File: src/rtl/gpio_pad_pkg.sv
package gpio_pad_pkg;

  localparam int SEL_W = 2;

  typedef enum logic [SEL_W-1:0] {
    SEL_DIGEN    = 2'd0,
    SEL_PUSHPULL = 2'd1,
    SEL_GLOBAL   = 2'd2,
    SEL_LATCH    = 2'd3
  } cfg_sel_e;

  localparam int GLB_PU_OFF_BIT = 0;

endpackage

File: src/rtl/gpio_cfg_regs.sv
module gpio_cfg_regs
  import gpio_pad_pkg::*;
#(
  parameter int NUM_PINS = 8,
  parameter int DATA_W   = 8
) (
  input  logic                clk,
  input  logic                rst_n,
  input  logic                we,
  input  logic [SEL_W-1:0]    sel,
  input  logic [DATA_W-1:0]   wdata,
  output logic [NUM_PINS-1:0] dig_en,
  output logic [NUM_PINS-1:0] push_pull,
  output logic [NUM_PINS-1:0] latch,
  output logic                pu_off
);

  logic [NUM_PINS-1:0] pin_bits;
  assign pin_bits = wdata[NUM_PINS-1:0];

  always_ff @(posedge clk) begin
    if (!rst_n) begin
      dig_en    <= '1;
      push_pull <= '0;
      latch     <= '1;
      pu_off    <= 1'b0;
    end else if (we) begin
      case (cfg_sel_e'(sel))
        SEL_DIGEN:    dig_en    <= pin_bits;
        SEL_PUSHPULL: push_pull <= pin_bits;
        SEL_GLOBAL:   pu_off    <= wdata[GLB_PU_OFF_BIT];
        SEL_LATCH:    latch     <= pin_bits;
        default:      ;
      endcase
    end
  end

endmodule

File: src/rtl/gpio_pin_cell.sv
module gpio_pin_cell (
  input  logic dig,
  input  logic pp,
  input  logic lat,
  input  logic pu_off,
  output logic hi,
  output logic lo,
  output logic pu
);

  logic low_req;

  always_comb begin
    low_req = dig & ~lat;
    hi      = dig & pp & lat;
    lo      = low_req;
    pu      = dig & ~low_req & ~pu_off;
  end

endmodule

File: src/rtl/gpio_rd_sync.sv
module gpio_rd_sync #(
  parameter int WIDTH  = 8,
  parameter int STAGES = 2
) (
  input  logic             clk,
  input  logic             rst_n,
  input  logic [WIDTH-1:0] d,
  output logic [WIDTH-1:0] q
);

  logic [WIDTH-1:0] stg [STAGES];

  always_ff @(posedge clk) begin
    if (!rst_n) stg[0] <= '0;
    else        stg[0] <= d;
  end

  for (genvar s = 1; s < STAGES; s++) begin : g_stage
    always_ff @(posedge clk) begin
      if (!rst_n) stg[s] <= '0;
      else        stg[s] <= stg[s-1];
    end
  end

  assign q = stg[STAGES-1];

endmodule

File: src/rtl/gpio_pad_ctrl.sv
module gpio_pad_ctrl
  import gpio_pad_pkg::*;
#(
  parameter int NUM_PINS    = 8,
  parameter int DATA_W      = 8,
  parameter int SYNC_STAGES = 2
) (
  input  logic                clk,
  input  logic                rst_n,
  input  logic                cfg_we,
  input  logic [SEL_W-1:0]    cfg_sel,
  input  logic [DATA_W-1:0]   cfg_wdata,
  input  logic [NUM_PINS-1:0] pad_in,
  output logic [NUM_PINS-1:0] drive_hi,
  output logic [NUM_PINS-1:0] drive_lo,
  output logic [NUM_PINS-1:0] pull_en,
  output logic [NUM_PINS-1:0] port_rd
);

  logic [NUM_PINS-1:0] dig_en, push_pull, latch;
  logic                pu_off;
  logic [NUM_PINS-1:0] rx_gated, rx_sync;

  gpio_cfg_regs #(.NUM_PINS(NUM_PINS), .DATA_W(DATA_W)) u_regs (
    .clk(clk), .rst_n(rst_n), .we(cfg_we), .sel(cfg_sel), .wdata(cfg_wdata),
    .dig_en(dig_en), .push_pull(push_pull), .latch(latch), .pu_off(pu_off)
  );

  for (genvar p = 0; p < NUM_PINS; p++) begin : g_pin
    gpio_pin_cell u_cell (
      .dig(dig_en[p]), .pp(push_pull[p]), .lat(latch[p]), .pu_off(pu_off),
      .hi(drive_hi[p]), .lo(drive_lo[p]), .pu(pull_en[p])
    );
  end

  // Digital receiver disabled on analog pins before and after the synchronizer.
  assign rx_gated = pad_in & dig_en;

  gpio_rd_sync #(.WIDTH(NUM_PINS), .STAGES(SYNC_STAGES)) u_sync (
    .clk(clk), .rst_n(rst_n), .d(rx_gated), .q(rx_sync)
  );

  assign port_rd = rx_sync & dig_en;

  AST_NO_CONTENTION: assert property (@(posedge clk) disable iff (!rst_n)
    (drive_hi & drive_lo) == '0);
  AST_ANALOG_SILENT: assert property (@(posedge clk) disable iff (!rst_n)
    ((drive_hi | drive_lo | pull_en | port_rd) & ~dig_en) == '0);
  AST_OD_NO_HIGH: assert property (@(posedge clk) disable iff (!rst_n)
    (drive_hi & ~push_pull) == '0);
  AST_PU_GLOBAL_OFF: assert property (@(posedge clk) disable iff (!rst_n)
    pu_off |-> (pull_en == '0));
  AST_PU_NOT_ON_LOW: assert property (@(posedge clk) disable iff (!rst_n)
    (pull_en & drive_lo) == '0);

  if (SYNC_STAGES == 2) begin : g_lat_chk
    AST_RD_TWO_EDGES: assert property (@(posedge clk) disable iff (!rst_n)
      ($past(rst_n) && $past(rst_n, 2) && (dig_en == $past(dig_en)) &&
       ($past(dig_en) == $past(dig_en, 2)))
      |-> (port_rd == ($past(pad_in, 2) & dig_en)));
  end

endmodule

File: config.mk
export PLATFORM = sky130hd
export DESIGN_NAME = gpio_pad_ctrl
export DESIGN_NICKNAME = d
export VERILOG_FILES = /design/src/rtl/gpio_pad_pkg.sv /design/src/rtl/gpio_cfg_regs.sv /design/src/rtl/gpio_pin_cell.sv /design/src/rtl/gpio_rd_sync.sv /design/src/rtl/gpio_pad_ctrl.sv
export SDC_FILE = /design/constraint.sdc
export NUM_CORES = 1
export LEC_CHECK = 0
export ABC_CLOCK_PERIOD_IN_PS = 1100
export BUFFER_PORTS_ARGS = -buffer_cell sky130_fd_sc_hd__buf_4
export CAP_MARGIN = 15
export CORE_ASPECT_RATIO = 1.4
export CORE_MARGIN = 10
export CORE_UTILIZATION = 51
export DETAILED_ROUTE_END_ITERATION = 7
export PLACE_DENSITY = 0.77
export SLEW_MARGIN = 10
export SYNTH_ARGS = -nofsm -noshare
export SYNTH_HDL_FRONTEND = slang
export SYNTH_SLANG_ARGS = --single-unit
File: constraint.sdc
create_clock -name clk -period 1.1 [get_ports clk]
set_clock_uncertainty 0.05 [all_clocks]
set_input_delay 0.165 -clock clk [delete_from_list [all_inputs] [get_ports clk]]
set_output_delay 0.165 -clock clk [all_outputs]
set_load 0.1 [all_outputs]
### Word-level counts from Yosys, hierarchy flattened

Memory sizes are Yosys's and may differ from the RTL's.
Cells that the tools add are included.

* equal/unequal tests: 3
* muxes and demuxes: 4
* bitwise logic cells: 61
* reductions and logical operators: 5

Operator list (number)
* $and 1x1->1: 40
* $not 1->1: 17
* $and 8x8->8: 2
* $mux 8: 2
* $reduce_and 2->1: 4
* $eq 2x2->1 const B: 2
* $eq 2x1->1 const B: 1
* $logic_not 2->1: 1
* $mux 1: 2
* $or 1x1->1: 2

* flip-flop bits (word level): 25
* bits in writable memories: 16
* input port bits: 21
* output and inout port bits: 32
* memories kept: 1

Memory list
* u_sync.stg: depth 2, width 8, rd ports 2, clocked after memory_dff 0, wr ports 2, line gpio_rd_sync.sv:11 `logic [WIDTH-1:0] stg [STAGES];`

### Depth between registers and ports, before layout

Gate-level depths: netlist (run 1).

* word-level depth: 5
* depth in mapped cells: 4
* gate-level depth less buffers: 2

### Hierarchy

Synthesis (run 1) repeated with hierarchy kept, for this count alone.

* cells, all modules: 175
* area, all modules: 1791.7 um^2

Modules (own cells, without submodules)
* gpio_cfg_regs: instances 1, cells an instance 102, area each 1034.7 um^2, seq. area each 500.5 um^2
* gpio_rd_sync: instances 1, cells an instance 33, area each 446.7 um^2, seq. area each 320.3 um^2
* gpio_pin_cell: instances 8, cells an instance 3, area each 26.3 um^2, seq. area each 0.0 um^2
* gpio_pad_ctrl: instances 1, cells an instance 16, area each 100.1 um^2, seq. area each 0.0 um^2

### Worst setup path after synthesis (run 1)

Ideal clock, no wire load.

* kind: register to output
* start point: register u_regs.dig_en[0]
* end point: output port_rd[0]
* arrival: 1111 ps
* data required time: 885 ps
* path slack: -226 ps
* stages on the path, launching flop included: 2
* cells stage by stage: dfxtp_1 and2_1

* cells in the longest elaborated chain, start to end: 1

RTL lines
* start: declaration: line gpio_cfg_regs.sv:12 `output logic [NUM_PINS-1:0] dig_en,`
* start signal: assignment: line gpio_cfg_regs.sv:29 `SEL_DIGEN: dig_en <= pin_bits;`
* $and 8x8->8: line gpio_pad_ctrl.sv:43 `assign port_rd = rx_sync & dig_en;`
* end: declaration: line gpio_pad_ctrl.sv:17 `output logic [NUM_PINS-1:0] port_rd`

Every way passes these cells.

### Worst setup path in the final report (run 1)

* start point: register u_regs.pu_off
* end point: output pull_en[7]

* cells in the longest elaborated chain, start to end: 2

RTL lines
* start: declaration: line gpio_cfg_regs.sv:15 `output logic pu_off`
* start signal: assignment: line gpio_cfg_regs.sv:31 `SEL_GLOBAL: pu_off <= wdata[GLB_PU_OFF_BIT];`
* $not 1->1: line gpio_pin_cell.sv:17 `pu = dig & ~low_req & ~pu_off;`
* $and 1x1->1: line gpio_pin_cell.sv:17
* end: declaration: line gpio_pad_ctrl.sv:16 `output logic [NUM_PINS-1:0] pull_en,`

Every way passes these cells.

==> metrics.txt, run 1 <==
outcome=complete, but fails checks; failing checks=setup timing; Die Y=91.44 µm; Setup CP Type=flop to output pin; CP endpoint kind=output pin; min cycle time layout=1.298 ns; Final #Nets=257; DRT Wirelength=4.944 mm; Max stage delay on crit path=0.35 ns; worst path buffer plus inverter count=2; library cells used by synthesis=15; first-pass GRT wire length=8.024 mm; Post-synth EDFFs=0; delay-heaviest family, CP=flip-flops; proportion of layout cells with a drive suffix above 1=51.69%; H-tree levels=2; Hold Startpoint=pad_in[2]; clk slew on worst S/H paths=0.08 ns; maxcap violations=0; total number of vias=1,434; RR Startpoint=u_regs.dig_en[7]; Worst slew margin=79.01%; max-slew violation count=0; placer congestion estimate=0.7068; share of the clock period used by the worst path=118.0%; Hold Crit Class=input port to flop; ANT cells=0; grt total ovfl=0; core area=0.003441 mm²; initial drt markers=46; Final Hold Fails=0; Post-synth top flop=dfxtp_1; Yosys Warn Count=0; top cell type's share of synthesized area=44.15%; clk root buf=clkbuf_8; share of flip-flops with an asynchronous set or reset=0%; Slowest-stage cell, CP=dfxtp_2; number of vias per cell=5.196; Post-Syn Nets=222; most common cell in the netlist=dfxtp_1; Port Buf Inserts=52; DRT antenna net count=0; R2R Setup Slk=0.24 ns; die area=0.006495 mm²; Post-CTS Hold Fix Bufs=0; All-Layer GR Usage=15.04%; wire per inst=17.91 µm; Peak Freq=770.6 MHz; final instance area=0.002918 mm²; largest net degree at the start of global routing=34; Tightest Pin Transition=0.3148 ns; final-report setup violation count=32; row cnt=25; Placed Area=0.002177 mm²; Worst Path Arrival=1.08 ns; clock sink count=41; vias in the first global route=1,602; Detailed Routing Iterations Pass 1=4; CP required=0.88 ns; dpl hpwl=2.813 mm; VDD IR max=1.044 mV; Synth area leaders=dfxtp_1, mux2i_1, nor2b_1; Skew-Pair Late Insertion Delay=0.29 ns; Static Leak=1.320 nW; clock buffer depth=2; Top-Level Pins=53; DRC viols=0; CTS tree=built; cts bufs inserted=5; most instantiated cells after synthesis=dfxtp_1, nor2b_1, mux2i_1, nand2_1, buf_4; Yosys reg bits=41; Crit Path Max Fanout=3; initial antenna violation count=0; Starting Density=54.04%; Post-Syn Area=0.001859 mm²; DIE WIDTH=71.03 µm; Seq/Total Area, Yosys=44.15%; dpl ws=-0.04692 ns; Crit. Startpoint=u_regs.pu_off; post-layout worst setup margin=-0.1976 ns; worst-path cell chain=buf_6, nor2_4, buf_12; RSZ-0062 raised after global routing=true; Syn Inst Count=201; Mean Syn Cell Area=9.250 µm²; Synth area leader=dfxtp_1; Area Overhead vs Synth=56.93%; power per cell area=1251 mW/mm²; Setup crit start kind=flop
-- cells by family after synthesis --
group / share of synthesized area [%]
AND/OR/NAND/NOR: 30.01
flip-flops: 44.15
buffers and inverters: 12.38
multiplexers: 13.46
-- path summary, 6_finish.rpt --
kind,endpoint,cells after the start
worst max register to register,u_regs.dig_en[7],3
worst max-delay path,pull_en[7],3
worst min-delay path,u_sync.stg[0][2],2
worst min register to register,u_sync.stg[1][4],1
-- area by class of cell --
cell class                 instances  area [µm²]
sequential                        41       879.6
tap                               40       50.05
fill                             186       523.0
clock buffer                       7       86.33
multi-input combinational        126       987.2
timing repair buffer              62       914.6
-- state kept, by name, indices dropped and copies added (netlist names) --
signal and cells:
u_regs.push_pull 8, u_regs.dig_en 8, u_regs.latch 8, u_regs.pu_off 1, u_sync.stg 16
-- power by group --
| part | switching, mW | internal (mW) |
|---|---|---|
| combinational | 0.652 | 0.442 |
| sequential | 0.0509 | 1.53 |
| clock | 0.482 | 0.498 |
| total | 1.19 | 2.47 |
-- repair_timing --
| item | 4_1_cts | 5_1_grt |
|---|---|---|
| setup buffers | 1 | 1 |
| gates resized for setup | 169 | 11 |
| setup endpoints to repair | 32 | 32 |
| pin swaps | 8 | 4 |
-- metrics by stage --
stage / std cells / hold WS (ns) / TNS [ns] / power (mW) / utilization [%]
after CTS: 275 / 0.04604 / -4.797 / 3.647 / 83.49
final: 276 / 0.04928 / -4.687 / 3.651 / 84.80
after floorplan: 201 / 0.2571 / 0 / 2.295 / -
after global placement: 267 / 0.3490 / -0.1748 / 2.439 / 63.27
after detailed placement: 267 / 0.3521 / -0.3142 / 2.449 / 63.27
after global routing: 276 / 0.05100 / -5.830 / 3.778 / 84.80
-- layer usage --
metal | GRT usage [%] | part of all wire, % | wire [µm]
met5 | 0 | 0 | 0
met4 | 6.796 | 2.2 | 111
met3 | 4.902 | 3.8 | 186
met2 | 27.53 | 57 | 2812
met1 | 14.74 | 37 | 1835
-- cell usage in the layout, fill, tap and decap left out, types with 3 or more instances in the layout --
cell | synthesis | layout
and2_1 | 16 | 8
nor2b_1 | 32 | 24
dfxtp_4 | 0 | 15
and3_4 | 0 | 7
nand2_1 | 25 | 21
mux2i_1 | 25 | 25
nor2_4 | 0 | 8
buf_6 | 1 | 3
nand2_2 | 0 | 4
buf_12 | 0 | 35
and3_1 | 16 | 9
buf_4 | 24 | 24
and2_4 | 0 | 7
nor2b_4 | 0 | 7
dfxtp_1 | 41 | 24
clkbuf_8 | 0 | 6
Note: power is estimated with default switching activity, not from simulation.
==> run 2: changes to the inputs <==
--- a/config.mk
+++ b/config.mk
@@ -13,6 +13,7 @@
 export CORE_UTILIZATION = 51
 export DETAILED_ROUTE_END_ITERATION = 7
 export PLACE_DENSITY = 0.77
+export REMOVE_ABC_BUFFERS = 1
 export SLEW_MARGIN = 10
 export SYNTH_ARGS = -nofsm -noshare
 export SYNTH_HDL_FRONTEND = slang
==> run 2 against run 1 <==
The flow still finishes with violations (setup timing); largest power group unchanged; combinational power about the same; critical endpoint is now pull_en[1]; total power down 0.12%; cell area decreased by 0.51%; highest routed layer unchanged.
==> metrics.txt, run 2 (synthesized netlist as in run 1, its figures left out) <==
initial antenna violation count=0 (unchanged); delay-heaviest family, CP=flip-flops; Hold Crit Class=input port to flop; CP Depth=3 (unchanged); Crit. Startpoint=u_regs.pu_off; dpl hpwl=2.785 mm (-0.98%); placed insts=266 (-0.37%); combinational cell fraction of total power=29.9% (about the same); grt total ovfl=0 (unchanged); power per cell area=1256 mW/mm² (+0.40%); FILL cells=191 (+2.7%); Max stage delay on crit path=0.34 ns (about the same); Skew-Pair Late Insertion Delay=0.29 ns (about the same); failing checks=setup timing; cts bufs inserted=5 (unchanged); Placed Area=0.002147 mm² (-1.4%); CTS tree=built; setup TNS=-4.462 ns (+0.2253 ns); wire per inst=17.50 µm (-2.3%); DRT antenna net count=0 (unchanged); total number of vias=1,397 (-2.6%); min cycle time layout=1.321 ns (+0.02290 ns); hold depth=2 (unchanged); Starting Density=54.04% (unchanged); maxcap violations=0 (unchanged); CP endpoint kind=output pin; Finished Core Util=84.36% (-0.44 points); FF+latch area=882.1 µm² (+0.28%); core area=0.003441 mm² (unchanged); H-tree levels=2 (unchanged); Tightest Pin Transition=0.3367 ns (+0.02185 ns); clk root buf=clkbuf_8; vias in the first global route=1,493 (-6.8%); RSZ-0062 raised after global routing=true; Hold Startpoint=pad_in[0]; Crit Path Max Fanout=7 (+4); Peak Freq=757.3 MHz (-1.7%); CP required=0.88 ns (about the same); Setup crit start kind=flop; ANT cells=0 (unchanged); worst-path cell chain=buf_12, nor2_4, buf_12; proportion of layout cells with a drive suffix above 1=52.34% (+0.65 points); Setup CP Type=flop to output pin; most common cell after layout, fill and taps aside=buf_12; worst r2r path cells=3 (unchanged); largest net degree at the start of global routing=42 (+24%); max-slew violation count=0 (unchanged); worst path buffer plus inverter count=2 (unchanged); Area Overhead vs Synth=56.12%; Static Leak=1.313 nW (-0.58%); Final Non-Filler Cells=275 (-0.36%); Sw Share=32.62% (+0.15 points); row cnt=25 (unchanged); clock buffer depth=2 (unchanged); Post-CTS Hold Fix Bufs=0 (unchanged); critical path's most frequent cell=buf_12; placer congestion estimate=0.6742 (-4.6%); first-pass GRT wire length=7.672 mm (-4.4%); Top-Level Pins=53 (unchanged); footprint of the multi-input gates=0.001001 mm² (+1.4%); final-report setup violation count=32 (unchanged); VDD IR max=1.164 mV (+11%); Pwr Total=3.647 mW (-0.12%); NetSw=1.190 mW (+0.34%); Detailed Routing Iterations Pass 1=4 (unchanged); dpl ws=-0.06079 ns (-0.01386 ns); outcome=complete, but fails checks; final instance area=0.002903 mm² (-0.51%); Top reg by flops=u_sync.stg; Port Buf Inserts=52 (unchanged); max reg flops=16 (unchanged); Worst Path Arrival=1.11 ns (+0.03 ns); RR Startpoint=u_regs.dig_en[3]; clock sink count=41 (unchanged); Final #Nets=256 (-0.39%); DRC viols=0 (unchanged); clk slew on worst S/H paths=0.07 ns (about the same); part of the power in registers=43.2% (about the same); most frequent cells in the layout=buf_12, buf_4, mux2i_1, nor2b_1, dfxtp_1; Final Hold Fails=0 (unchanged); Int Pwr=2.457 mW (-0.34%); Die Y=91.44 µm (unchanged); post-layout worst setup margin=-0.2205 ns (-0.02290 ns); power share of the clock group=26.9% (about the same); DRT Wirelength=4.813 mm (-2.6%); All-Layer GR Usage=14.65% (-0.39 points); initial drt markers=39 (-15%); Slowest-stage cell, CP=dfxtp_2; share of the clock period used by the worst path=120.0% (+2.1 points); number of vias per cell=5.080 (-2.2%); Worst slew margin=77.55% (-1.5 points); DIE WIDTH=71.03 µm (unchanged); die area=0.006495 mm² (unchanged); Hold WS=0.05838 ns (+0.009103 ns)
run 2: power by group through the flow:
stage	Sequential [mW]	Combinational (mW)	Clock, mW
5_1_grt	1.58	1.13	1.05
3_3_place_gp	1.61	0.813	0
6_report	1.57	1.09	0.982
2_1_floorplan	1.61	0.592	0
3_5_place_dp	1.62	0.819	0
4_1_cts	1.58	1.07	0.999
run 2: layer usage:
| metal | wire length (µm) | up-vias | part of all wire [%] | global-route usage (%) |
|---|---|---|---|---|
| met5 | 0 | - | 0 | 0 |
| met4 | 77 | 0 | 1.6 | 5.178 |
| met3 | 214 | 9 | 4.4 | 4.357 |
| li1 | - | 688 | - | - |
| met2 | 2836 | 31 | 59 | 28.27 |
| met1 | 1685 | 669 | 35 | 13.93 |
run 2: path summary, 6_finish.rpt:
check                           slack, ns          endpoint
worst max register to register       0.21  u_regs.dig_en[3]
worst min register to register       0.38  u_sync.stg[1][7]
worst max-delay path                -0.22        pull_en[1]
worst min-delay path                 0.06  u_sync.stg[0][0]
run 2: area by class of cell:
cell class,count,share of cell area [%]
Sequential cell,41,30.39
Tap cell,40,1.724
Clock buffer,7,2.974
Multi-Input combinational cell,126,34.48
Timing Repair Buffer,61,30.43
run 2: timing repair:
item / CTS / global route
setup endpoints to repair: 32 / 32
gates resized for setup: 168 / 14
pin swaps: 10 / 6
buffers inserted: 2 / 0
